## src/rtl/rbm_pkg.sv

```systemverilog
package rbm_pkg;
  localparam int ADDR_W         = 32;
  localparam int DATA_W         = 32;
  localparam int DESC_BYTES     = 16;
  localparam int MAX_XFER_BYTES = 4096;
  localparam int CNT_W          = $clog2(MAX_XFER_BYTES) + 1;
  localparam int WCNT_W         = CNT_W - 2;
  localparam int RING_CODE_W    = 2;
  localparam int MIN_RING_LOG   = 14;
  localparam int LAST_BIT       = 31;
  localparam int HOLD_BIT       = 30;
  localparam int WIDX_W         = 2;

  typedef enum logic [2:0] {
    S_IDLE,
    S_FETCH,
    S_READ,
    S_SEND,
    S_NEXT
  } bm_state_e;

  // byte count field -> whole words, clamped to the per-descriptor maximum
  function automatic logic [WCNT_W-1:0] words_of(input logic [CNT_W-1:0] cnt);
    logic [CNT_W-1:0] c;
    c = (cnt > CNT_W'(MAX_XFER_BYTES)) ? CNT_W'(MAX_XFER_BYTES) : cnt;
    return WCNT_W'(c >> 2);
  endfunction

  // advance one descriptor inside the span-aligned ring block
  function automatic logic [ADDR_W-1:0] ring_step(input logic [ADDR_W-1:0] p,
                                                  input logic [RING_CODE_W-1:0] code);
    logic [ADDR_W-1:0] span_mask;
    span_mask = (ADDR_W'(1) << (MIN_RING_LOG + int'(code))) - ADDR_W'(1);
    return (p & ~span_mask) | ((p + ADDR_W'(DESC_BYTES)) & span_mask);
  endfunction
endpackage

```

## src/rtl/rbm_tbl_ptr.sv

```systemverilog
module rbm_tbl_ptr
  import rbm_pkg::*;
(
  input  logic                   clk,
  input  logic                   rst_n,
  input  logic                   load_en,
  input  logic [ADDR_W-1:0]      load_base,
  input  logic [RING_CODE_W-1:0] load_code,
  input  logic                   adv_en,
  output logic [ADDR_W-1:0]      cur_ptr,
  output logic [ADDR_W-1:0]      tbl_ptr
);
  logic [ADDR_W-1:0]      cur_q, cur_d, tbl_q, tbl_d, base_al;
  logic [RING_CODE_W-1:0] code_q, code_d;
  logic                   upd_en;

  assign base_al = load_base & ~ADDR_W'(DESC_BYTES - 1);
  assign upd_en  = load_en | adv_en;

  always_comb begin
    cur_d  = cur_q;
    tbl_d  = tbl_q;
    code_d = code_q;
    if (load_en) begin
      cur_d  = base_al;
      tbl_d  = ring_step(base_al, load_code);
      code_d = load_code;
    end else if (adv_en) begin
      cur_d  = tbl_q;
      tbl_d  = ring_step(tbl_q, code_q);
    end
  end

  always_ff @(posedge clk or negedge rst_n) begin
    if (!rst_n) begin
      cur_q  <= '0;
      tbl_q  <= '0;
      code_q <= '0;
    end else if (upd_en) begin
      cur_q  <= cur_d;
      tbl_q  <= tbl_d;
      code_q <= code_d;
    end
  end

  assign cur_ptr = cur_q;
  assign tbl_ptr = tbl_q;
endmodule

```

## src/rtl/rbm_desc_latch.sv

```systemverilog
module rbm_desc_latch
  import rbm_pkg::*;
(
  input  logic              clk,
  input  logic              rst_n,
  input  logic              cap_en,
  input  logic [WIDX_W-1:0] cap_idx,
  input  logic [DATA_W-1:0] cap_word,
  output logic [ADDR_W-1:0] d_dst,
  output logic [ADDR_W-1:0] d_src,
  output logic              d_last,
  output logic              d_hold,
  output logic [WCNT_W-1:0] d_nwords
);
  logic [ADDR_W-1:0] dst_q, src_q;
  logic              last_q, hold_q;
  logic [WCNT_W-1:0] nw_q;
  logic              en_dst, en_src, en_cmd;

  assign en_dst = cap_en && (cap_idx == WIDX_W'(0));
  assign en_src = cap_en && (cap_idx == WIDX_W'(1));
  assign en_cmd = cap_en && (cap_idx == WIDX_W'(2));

  always_ff @(posedge clk or negedge rst_n) begin
    if (!rst_n) dst_q <= '0;
    else if (en_dst) dst_q <= cap_word;
  end

  always_ff @(posedge clk or negedge rst_n) begin
    if (!rst_n) src_q <= '0;
    else if (en_src) src_q <= cap_word;
  end

  always_ff @(posedge clk or negedge rst_n) begin
    if (!rst_n) begin
      last_q <= 1'b0;
      hold_q <= 1'b0;
      nw_q   <= '0;
    end else if (en_cmd) begin
      last_q <= cap_word[LAST_BIT];
      hold_q <= cap_word[HOLD_BIT];
      nw_q   <= words_of(cap_word[CNT_W-1:0]);
    end
  end

  assign d_dst    = dst_q;
  assign d_src    = src_q;
  assign d_last   = last_q;
  assign d_hold   = hold_q;
  assign d_nwords = nw_q;
endmodule

```

## src/rtl/rbm_beat_ctr.sv

```systemverilog
module rbm_beat_ctr
  import rbm_pkg::*;
(
  input  logic              clk,
  input  logic              rst_n,
  input  logic              clr,
  input  logic              inc,
  input  logic [WCNT_W-1:0] nwords,
  input  logic [ADDR_W-1:0] src,
  input  logic [ADDR_W-1:0] dst,
  input  logic              hold,
  output logic [ADDR_W-1:0] src_addr,
  output logic [ADDR_W-1:0] dst_addr,
  output logic              last
);
  logic [WCNT_W-1:0] beat_q, beat_d;
  logic [ADDR_W-1:0] offs;

  always_comb begin
    beat_d = beat_q;
    if (clr)      beat_d = '0;
    else if (inc) beat_d = beat_q + WCNT_W'(1);
  end

  always_ff @(posedge clk or negedge rst_n) begin
    if (!rst_n) beat_q <= '0;
    else if (clr || inc) beat_q <= beat_d;
  end

  assign offs     = ADDR_W'({beat_q, 2'b00});
  assign src_addr = src + offs;
  assign dst_addr = hold ? dst : (dst + offs);
  assign last     = (beat_q == (nwords - WCNT_W'(1)));
endmodule

```

## src/rtl/ring_bm_engine.sv

```systemverilog
module ring_bm_engine
  import rbm_pkg::*;
(
  input  logic                   clk,
  input  logic                   rst_n,
  input  logic                   cfg_wr,
  input  logic [ADDR_W-1:0]      cfg_base,
  input  logic [RING_CODE_W-1:0] cfg_ring_code,
  input  logic                   bm_dis,
  output logic                   stat_busy,
  output logic [ADDR_W-1:0]      stat_ptr,
  output logic                   mem_req,
  output logic [ADDR_W-1:0]      mem_addr,
  input  logic                   mem_rvalid,
  input  logic [DATA_W-1:0]      mem_rdata,
  output logic                   out_valid,
  output logic [ADDR_W-1:0]      out_addr,
  output logic [DATA_W-1:0]      out_data,
  input  logic                   out_ready
);
  bm_state_e         state_q, state_d;
  logic [WIDX_W-1:0] widx_q, widx_d;
  logic [DATA_W-1:0] data_q;
  logic [ADDR_W-1:0] cur_ptr, tbl_ptr, d_dst, d_src, beat_src, beat_dst;
  logic              d_last, d_hold, beat_last;
  logic [WCNT_W-1:0] d_nwords, new_words;
  logic              start, fetch_hit, fetch_done, read_hit, send_fire, adv;
  logic              beat_clr, beat_inc, widx_en;

  assign start      = (state_q == S_IDLE) && cfg_wr && !bm_dis;
  assign fetch_hit  = (state_q == S_FETCH) && mem_rvalid;
  assign fetch_done = fetch_hit && (widx_q == WIDX_W'(2));
  assign read_hit   = (state_q == S_READ) && mem_rvalid;
  assign send_fire  = (state_q == S_SEND) && out_ready;
  assign adv        = (state_q == S_NEXT) && !d_last && !bm_dis;
  assign beat_clr   = fetch_done || (send_fire && beat_last);
  assign beat_inc   = send_fire && !beat_last;
  assign new_words  = words_of(mem_rdata[CNT_W-1:0]);
  assign widx_en    = start || adv || fetch_hit;

  rbm_tbl_ptr u_ptr (
    .clk       (clk),
    .rst_n     (rst_n),
    .load_en   (start),
    .load_base (cfg_base),
    .load_code (cfg_ring_code),
    .adv_en    (adv),
    .cur_ptr   (cur_ptr),
    .tbl_ptr   (tbl_ptr)
  );

  rbm_desc_latch u_desc (
    .clk      (clk),
    .rst_n    (rst_n),
    .cap_en   (fetch_hit),
    .cap_idx  (widx_q),
    .cap_word (mem_rdata),
    .d_dst    (d_dst),
    .d_src    (d_src),
    .d_last   (d_last),
    .d_hold   (d_hold),
    .d_nwords (d_nwords)
  );

  rbm_beat_ctr u_beat (
    .clk      (clk),
    .rst_n    (rst_n),
    .clr      (beat_clr),
    .inc      (beat_inc),
    .nwords   (d_nwords),
    .src      (d_src),
    .dst      (d_dst),
    .hold     (d_hold),
    .src_addr (beat_src),
    .dst_addr (beat_dst),
    .last     (beat_last)
  );

  always_comb begin
    state_d = state_q;
    widx_d  = widx_q;
    case (state_q)
      S_IDLE:  if (start) state_d = S_FETCH;
      S_FETCH: if (fetch_done) state_d = (new_words == '0) ? S_NEXT : S_READ;
      S_READ:  if (read_hit) state_d = S_SEND;
      S_SEND:  if (send_fire) state_d = beat_last ? S_NEXT : S_READ;
      S_NEXT:  state_d = (d_last || bm_dis) ? S_IDLE : S_FETCH;
      default: state_d = S_IDLE;
    endcase
    if (start || adv)   widx_d = '0;
    else if (fetch_hit) widx_d = widx_q + WIDX_W'(1);
  end

  always_ff @(posedge clk or negedge rst_n) begin
    if (!rst_n) state_q <= S_IDLE;
    else        state_q <= state_d;
  end

  always_ff @(posedge clk or negedge rst_n) begin
    if (!rst_n) widx_q <= '0;
    else if (widx_en) widx_q <= widx_d;
  end

  always_ff @(posedge clk or negedge rst_n) begin
    if (!rst_n) data_q <= '0;
    else if (read_hit) data_q <= mem_rdata;
  end

  assign stat_busy = (state_q != S_IDLE);
  assign stat_ptr  = tbl_ptr;
  assign mem_req   = (state_q == S_FETCH) || (state_q == S_READ);
  assign mem_addr  = (state_q == S_FETCH) ? (cur_ptr + ADDR_W'({widx_q, 2'b00})) : beat_src;
  assign out_valid = (state_q == S_SEND);
  assign out_addr  = beat_dst;
  assign out_data  = data_q;
endmodule

```

## config.mk

```make
export PLATFORM = sky130hd
export DESIGN_NAME = ring_bm_engine
export DESIGN_NICKNAME = d
export VERILOG_FILES = /design/src/rtl/rbm_pkg.sv /design/src/rtl/rbm_tbl_ptr.sv /design/src/rtl/rbm_desc_latch.sv /design/src/rtl/rbm_beat_ctr.sv /design/src/rtl/ring_bm_engine.sv
export SDC_FILE = /design/constraint.sdc
export NUM_CORES = 1
export LEC_CHECK = 0
export ABC_AREA = 1
export BUFFER_PORTS_ARGS = -buffer_cell sky130_fd_sc_hd__buf_2
export CAP_MARGIN = 5
export CORE_MARGIN = 2
export CORE_UTILIZATION = 58
export DETAILED_ROUTE_END_ITERATION = 8
export PLACE_DENSITY = 0.77
export SYNTH_ARGS = -nofsm -noshare
export SYNTH_HDL_FRONTEND = slang
export SYNTH_HIERARCHICAL = 1
export SYNTH_SLANG_ARGS = --single-unit
export TNS_END_PERCENT = 50
```

## constraint.sdc

```tcl
create_clock -name clk -period 3.2 [get_ports clk]
set_clock_uncertainty 0.2 [all_clocks]
set_input_delay 0.32 -clock clk [delete_from_list [all_inputs] [get_ports clk]]
set_output_delay 0.32 -clock clk [all_outputs]
set_load 0.02 [all_outputs]
```

# Yosys cells after proc, flatten, opt, wreduce, memory -nomap -nowiden
# Cells that the tools add are included.
classes:
  n_mux: 19
  magnitude_cmp: 1
  n_eq_ne: 11
  bitwise_logic: 9
  n_shift: 2
  add_sub_neg: 12
  reduce_logical: 33
op_table:
  columns: ["op", "count"]
  rows:
  - ["$mux 32", 6]
  - ["$and 32x32->32", 4]
  - ["$add 32x13->32", 2]
  - ["$add 32x5->32 const B", 2]
  - ["$not 32->32", 2]
  - ["$or 32x32->32", 2]
  - ["$shl 1x32->32 const A", 2]
  - ["$sub 32x2->32 const B", 2]
  - ["$add 32x4->32", 1]
  - ["$mux 11", 2]
  - ["$mux 3", 6]
  - ["$pmux 3 s5", 1]
  - ["$gt 13x13->1 const B", 1]
  - ["$mux 13", 1]
  - ["$logic_and 1x1->1", 12]
  - ["$add 11x1->11 const B", 1]
  - ["$eq 11x11->1", 1]
  - ["$logic_not 11->1", 1]
  - ["$sub 11x1->11 const B", 1]
  - ["$add 4x2->5 const A", 2]
  - ["$reduce_and 2->1", 4]
  - ["$eq 3x2->1 const B", 2]
  - ["$logic_or 1x1->1", 6]
  - ["$ne 2x2->1 const B", 3]
  - ["other kinds (15)", 20]
totals:
  elab_cells: 99
  register_bits: 191
  input_bits: 72

# Depth between registers and ports, before layout
logic_depth:
  word_depth: 8
  ltp_mapped: 22
  ltp_nobuf: 21

# Cells and area by module
# The synthesis kept the hierarchy.
by_module_without_submodules:
  columns: ["mod", "instances", "cells_per_inst", "seq_area_each_um2", "area_per_inst_um2"]
  rows:
  - ["rbm_beat_ctr", 1, 677, 275.3, 3772.4]
  - ["rbm_tbl_ptr", 1, 374, 1551.5, 3136.8]
  - ["ring_bm_engine", 1, 436, 925.9, 2966.6]
  - ["rbm_desc_latch", 1, 315, 1926.8, 2945.3]

# Least setup slack after synthesis
# Ideal clock, no wire load.
synth_path:
  path_type: "register to register"
  start: "register u_desc.nw_q[0] (netlist: u_desc/d_nwords[0])"
  end: "register u_beat.beat_q[8]"
  path_stages_with_launch: 19
  setup_ns: 0.138
  t_arrival_ns: 2.505
  period_less_slack_ns: 2.843
  path_buffers: 1
  path_slack_ns: 0.357
  path_cell_list: "dfrtp_1 inv_1 ha_1 buf_2 nand2_1 nor2_1 nor2_1 a21oi_1 nand3b_1 nor3_2 nand2_1 o21ai_0 nor2_2 nor2_4 nand2_1 nor2_1 nand2_1 nor3_1 nor3_1"
synth_via:
  elab_chain_cells: 6
  elab_cells_between_ends: 10
  cone_classes: "add/sub (1); eq/ne (1); mux (1); reduce/logical (7)"
synth_lines:
  columns: ["element", "line_no", "rtl"]
  rows:
  - ["start, declared", "rbm_desc_latch.sv:17", "logic [WCNT_W-1:0] nw_q;"]
  - ["start signal, assigned", "rbm_desc_latch.sv:42", "nw_q <= words_of(cap_word[CNT_W-1:0]);"]
  - ["$sub 11x1->11 (*)", "rbm_beat_ctr.sv:33", "assign last = (beat_q == (nwords - WCNT_W'(1)));"]
  - ["$eq 11x11->1 (*)", "rbm_beat_ctr.sv:33", null]
  - ["via beat_last", "ring_bm_engine.sv:25", "logic d_last, d_hold, beat_last;"]
  - ["$logic_and 1x1->1 (*)", "ring_bm_engine.sv:36", "assign beat_clr = fetch_done || (send_fire && beat_last);"]
  - ["$logic_or 1x1->1 (*)", "ring_bm_engine.sv:36", null]
  - ["via beat_clr", "ring_bm_engine.sv:28", "logic beat_clr, beat_inc, widx_en;"]
  - ["$reduce_bool 2->1 (no line) / $logic_or 1x1->1 (equally long branches)", null, null]
  - ["$reduce_and 2->1 (no line)", null, null]
  - ["end signal, assigned", "rbm_beat_ctr.sv:27", "else if (clr || inc) beat_q <= beat_d;"]
  - ["end, declared", "rbm_beat_ctr.sv:16", "logic [WCNT_W-1:0] beat_q, beat_d;"]
# Mark *: on every way through the listed nets, which the timed path passes. The rest lies on a longest branch.
# A chain may end at the register's enable or synchronous reset.

# Worst setup path after layout
layout_path:
  start: "register u_beat.beat_q[0]"
  end: "output port out_addr[30]"
layout_via:
  elab_chain_cells: 2
layout_lines:
  columns: ["element", "line_no", "rtl"]
  rows:
  - ["$add 32x13->32", "rbm_beat_ctr.sv:32", "assign dst_addr = hold ? dst : (dst + offs);"]
  - ["$mux 32", "rbm_beat_ctr.sv:32", null]
  - ["end, declared", "ring_bm_engine.sv:17", "output logic [ADDR_W-1:0] out_addr,"]
# Every way passes these cells.

==> key figures <==
Run status
  – Outcome: finished, final reports clean

Global route
  – First-pass GRT wire length: 60400 um
  – Global Route Usage Sum: 0.319
  – Total gr overflow: 0
  – Vias in the first global route: 12.1k
  – Largest net degree at the start of global routing: 101
  – Initial antenna violation count: 0

Worst setup path
  – Critical Path Start Type: flop
  – Kind of critical path: flop to primary output
  – CP Data Required Time: 2.68 ns
  – Max Fanout on Critical Path: 5
  – Reg2Reg Depth: 18
  – CP Data Arrival Time: 2.60 ns
  – Critical path endpoint category: primary output

Logic synthesis
  – Synthesized instance count: 1802
  – Synth Area in Compound Gates: 0.0868
  – Synth top cells by count: 609 x nand2_1, 187 x dfrtp_1, 182 x inv_1
  – Count leader, synth: nand2_1
  – Mux contribution to synthesized area: 0.0266
  – Synth top area share: 0.365
  – Ys async rst share: 1.00
  – Synth area leader: dfrtp_1
  – XOR/XNOR share of the synthesized area: 0.0366
  – Simple-Gate Fraction of Synth Area: 0.363
  – Avg Inst Size Synth: 7.11 um^2
  – Combinational family with the most area after synthesis: simple AND/OR/NAND/NOR gates
  – Post-synth EDFFs: 0
  – Synth Net Count: 1906
  – Largest cells by area after synthesis: dfrtp_1 36%, nand2_1 18%, inv_1 5.3%
  – Yosys cell types: 55
  – Post-synthesis adder-cell area fraction: 0.0330
  – Ys flop type: dfrtp_1
  – Post-Syn Area: 12800 um^2
  – Seq cells post-synth: 187
  – Post-synthesis sequential area ratio: 0.365
  – Yosys warnings: 6

Power
  – Comb power frac: 0.549
  – Pwr Total: 0.0153 W
  – Peak VDD IR: 0.544 mV
  – Leak: 7.98 nW
  – Clk pwr share: 0.136
  – Internal power component: 0.00759 W
  – Pwr Density: 997 nW/um^2
  – NetSw: 0.00774 W
  – Sw frac: 0.505
  – Seq pwr share: 0.315

Die
  – Die area: 23300 um^2
  – Top Ports: 203
  – # rows: 54
  – Die width: 153 um
  – Initial Utilization: 0.589
  – Height of the chip: 153 um
  – Core area: 21800 um^2

Route
  – Routed len/inst: 16.0 um
  – Vias: 12.8k
  – Met2 Routed Length: 18200 um
  – Vias/cell: 5.44
  – Drt total wl: 37400 um
  – ANT nets after route: 0
  – DRT met1 WL: 15500 um
  – DR pass1 iterations: 5
  – Met3 WL: 2350 um
  – DRC: 0
  – Top layer in use: met4
  – Drt first-iter violations: 900

Timing
  – Worst slew pin tran: 1.06 ns
  – Slew margin rel.: 0.292
  – RSZ-0062 raised after global routing: yes
  – Final Max Tran Viols: 0
  – Final number of setup-violating endpoints: 0
  – Worst hold margin: 0.0371 ns
  – Final min period: 3.12 ns
  – Final Cycle Share: 0.976
  – Final Hold Fails: 0
  – Fmax: 320 MHz

Placement
  – Dpl cells: 2246
  – RD Place Congestion: 1.04
  – DP HPWL: 27500 um
  – Port buffer count: 198

Cells and area
  – Diode count: 0
  – Share of cells above drive strength 1: 0.220
  – Non-Filler Instances: 2343
  – Area growth syn-to-layout: 19.9%
  – Fin nets: 2154

Min path
  – Hold Path Stages: 3
  – Worst Hold Class: primary input to flop

Clock tree
  – CTS buffer count: 17
  – Sink Count: 187
  – Worst skew pair latency: 0.44 ns
  – Worst-path clk slew: 0.08 ns
  – Root Driver: clkbuf_16
  – CTS tree: yes
  – CTS Buffer Depth: 2
  – H-tree depth: 4

Flow run
  – Max-cap violation count: 0
## worst max-delay path, stage by stage (launching register included)
cell	delay [ns]
dfrtp_2	0.45
buf_4	0.18
ha_2	0.21
fa_2	0.38
nand3_1	0.11
nand3_2	0.11
nand3_2	0.11
nand3_4	0.10
nand3_1	0.11
xor2_1	0.19
inv_1	0.05
buf_2	0.15
## cells by family (layout without fill, tap and decap cells)
group                    after synthesis  in the layout
adder cells (fa/ha/maj)               32             32
AO/OA/AOI/OAI                        198            198
XOR/XNOR                              51             51
flip-flops                           187            187
multiplexers                          23             23
AND/OR/NAND/NOR                     1046           1046
buffers and inverters                265            526
## layer usage
layer	global-route usage	vias to the layer above
met5	0	-
met4	0.125	0
met3	0.0415	75
met2	0.542	474
met1	0.416	5979
li1	-	6229
## cell usage in the layout, fill, tap and decap left out, drive strengths merged
cell type / count
and3: 2
a32oi: 1
a21o: 2
o21bai: 2
clkinv: 12
nor3: 33
inv: 211
nand3b: 20
a21boi: 1
dfrtp: 187
nor2: 203
buf: 229
fa: 3
a221oi: 4
dlygate4sd3: 51
nand4: 23
clkbuf: 20
nand2: 650
ha: 29
a21oi: 36
o211ai: 2
mux2: 23
xor2: 33
a41oi: 1
o221a: 1
o22ai: 7
a31oi: 16
or2: 5
xnor2: 18
nand2b: 1
o31ai: 2
clkinvlp: 3
o21a: 1
nand3: 109
o21ai: 122
## metrics by stage
step	TNS, ns	instance area, um^2	setup WS (ns)	util
global placement	0	14000	0.0838	0.643
finish	0	15400	0.0782	0.706
floorplan	0	12800	0.357	-
global route	-0.105	15400	-0.0677	0.706
detailed placement	-0.0228	14000	-0.0205	0.643
CTS	0	15100	0.00433	0.695
## state kept, by name, summed over array words and instances (netlist names), 2 cells and up, named ones only
signal           cells
u_ptr/cur_ptr       32
u_ptr/code_q         2
state_q              3
widx_q               2
u_desc/d_src        32
u_beat/beat_q       11
u_desc/d_nwords     11
u_desc/d_dst        32
u_ptr/tbl_ptr       17
out_data            32
## final timing paths
path	startpoint	endpoint	slack (ns)
max	u_beat/beat_q[0]$_DFFE_PN0P_	out_addr[30]	0.08
min	cfg_base[15]	u_ptr/cur_ptr[15]$_DFFE_PN0N_	0.04
max reg2reg	u_desc/d_nwords[1]$_DFFE_PN0P_	u_beat/beat_q[8]$_DFFE_PN0P_	0.14
min reg2reg	out_data[8]$_DFFE_PN0P_	out_data[8]$_DFFE_PN0P_	0.28
max in group asynchronous	rst_n	u_desc/d_src[7]$_DFFE_PN0P_	1.70
min in group asynchronous	rst_n	out_data[7]$_DFFE_PN0P_	0.28
## timing repair
| action | CTS | global route |
|---|---|---|
| gates resized for setup | 12 | 43 |
| hold buffers | 51 | 0 |
| pin swaps | 1 | 7 |
| buffers inserted | 1 | 13 |
| endpoints found under the hold margin | 185 | 0 |
| setup endpoints to repair | 27 | 35 |
## final cells by class
| type | instances | area (um^2) |
|---|---|---|
| Sequential cell | 187 | 4690 |
| Clock inverter | 13 | 131 |
| Multi-Input combinational cell | 1350 | 7170 |
| Inverter | 213 | 801 |
| Fill cell | 1837 | 6390 |
| Timing Repair Buffer | 281 | 1780 |
| Tap cell | 280 | 350 |
| Clock buffer | 19 | 443 |
## power groups by stage
stage          clock network (W)  logic, W  registers [W]
4_1_cts                  0.00211   0.00812        0.00476
3_3_place_gp                   0   0.00781        0.00478
5_1_grt                  0.00221   0.00928        0.00498
2_1_floorplan                  0   0.00541        0.00482
3_5_place_dp                   0   0.00797        0.00479
6_report                 0.00209   0.00842        0.00482
Note: power is estimated with default switching activity, not from simulation.
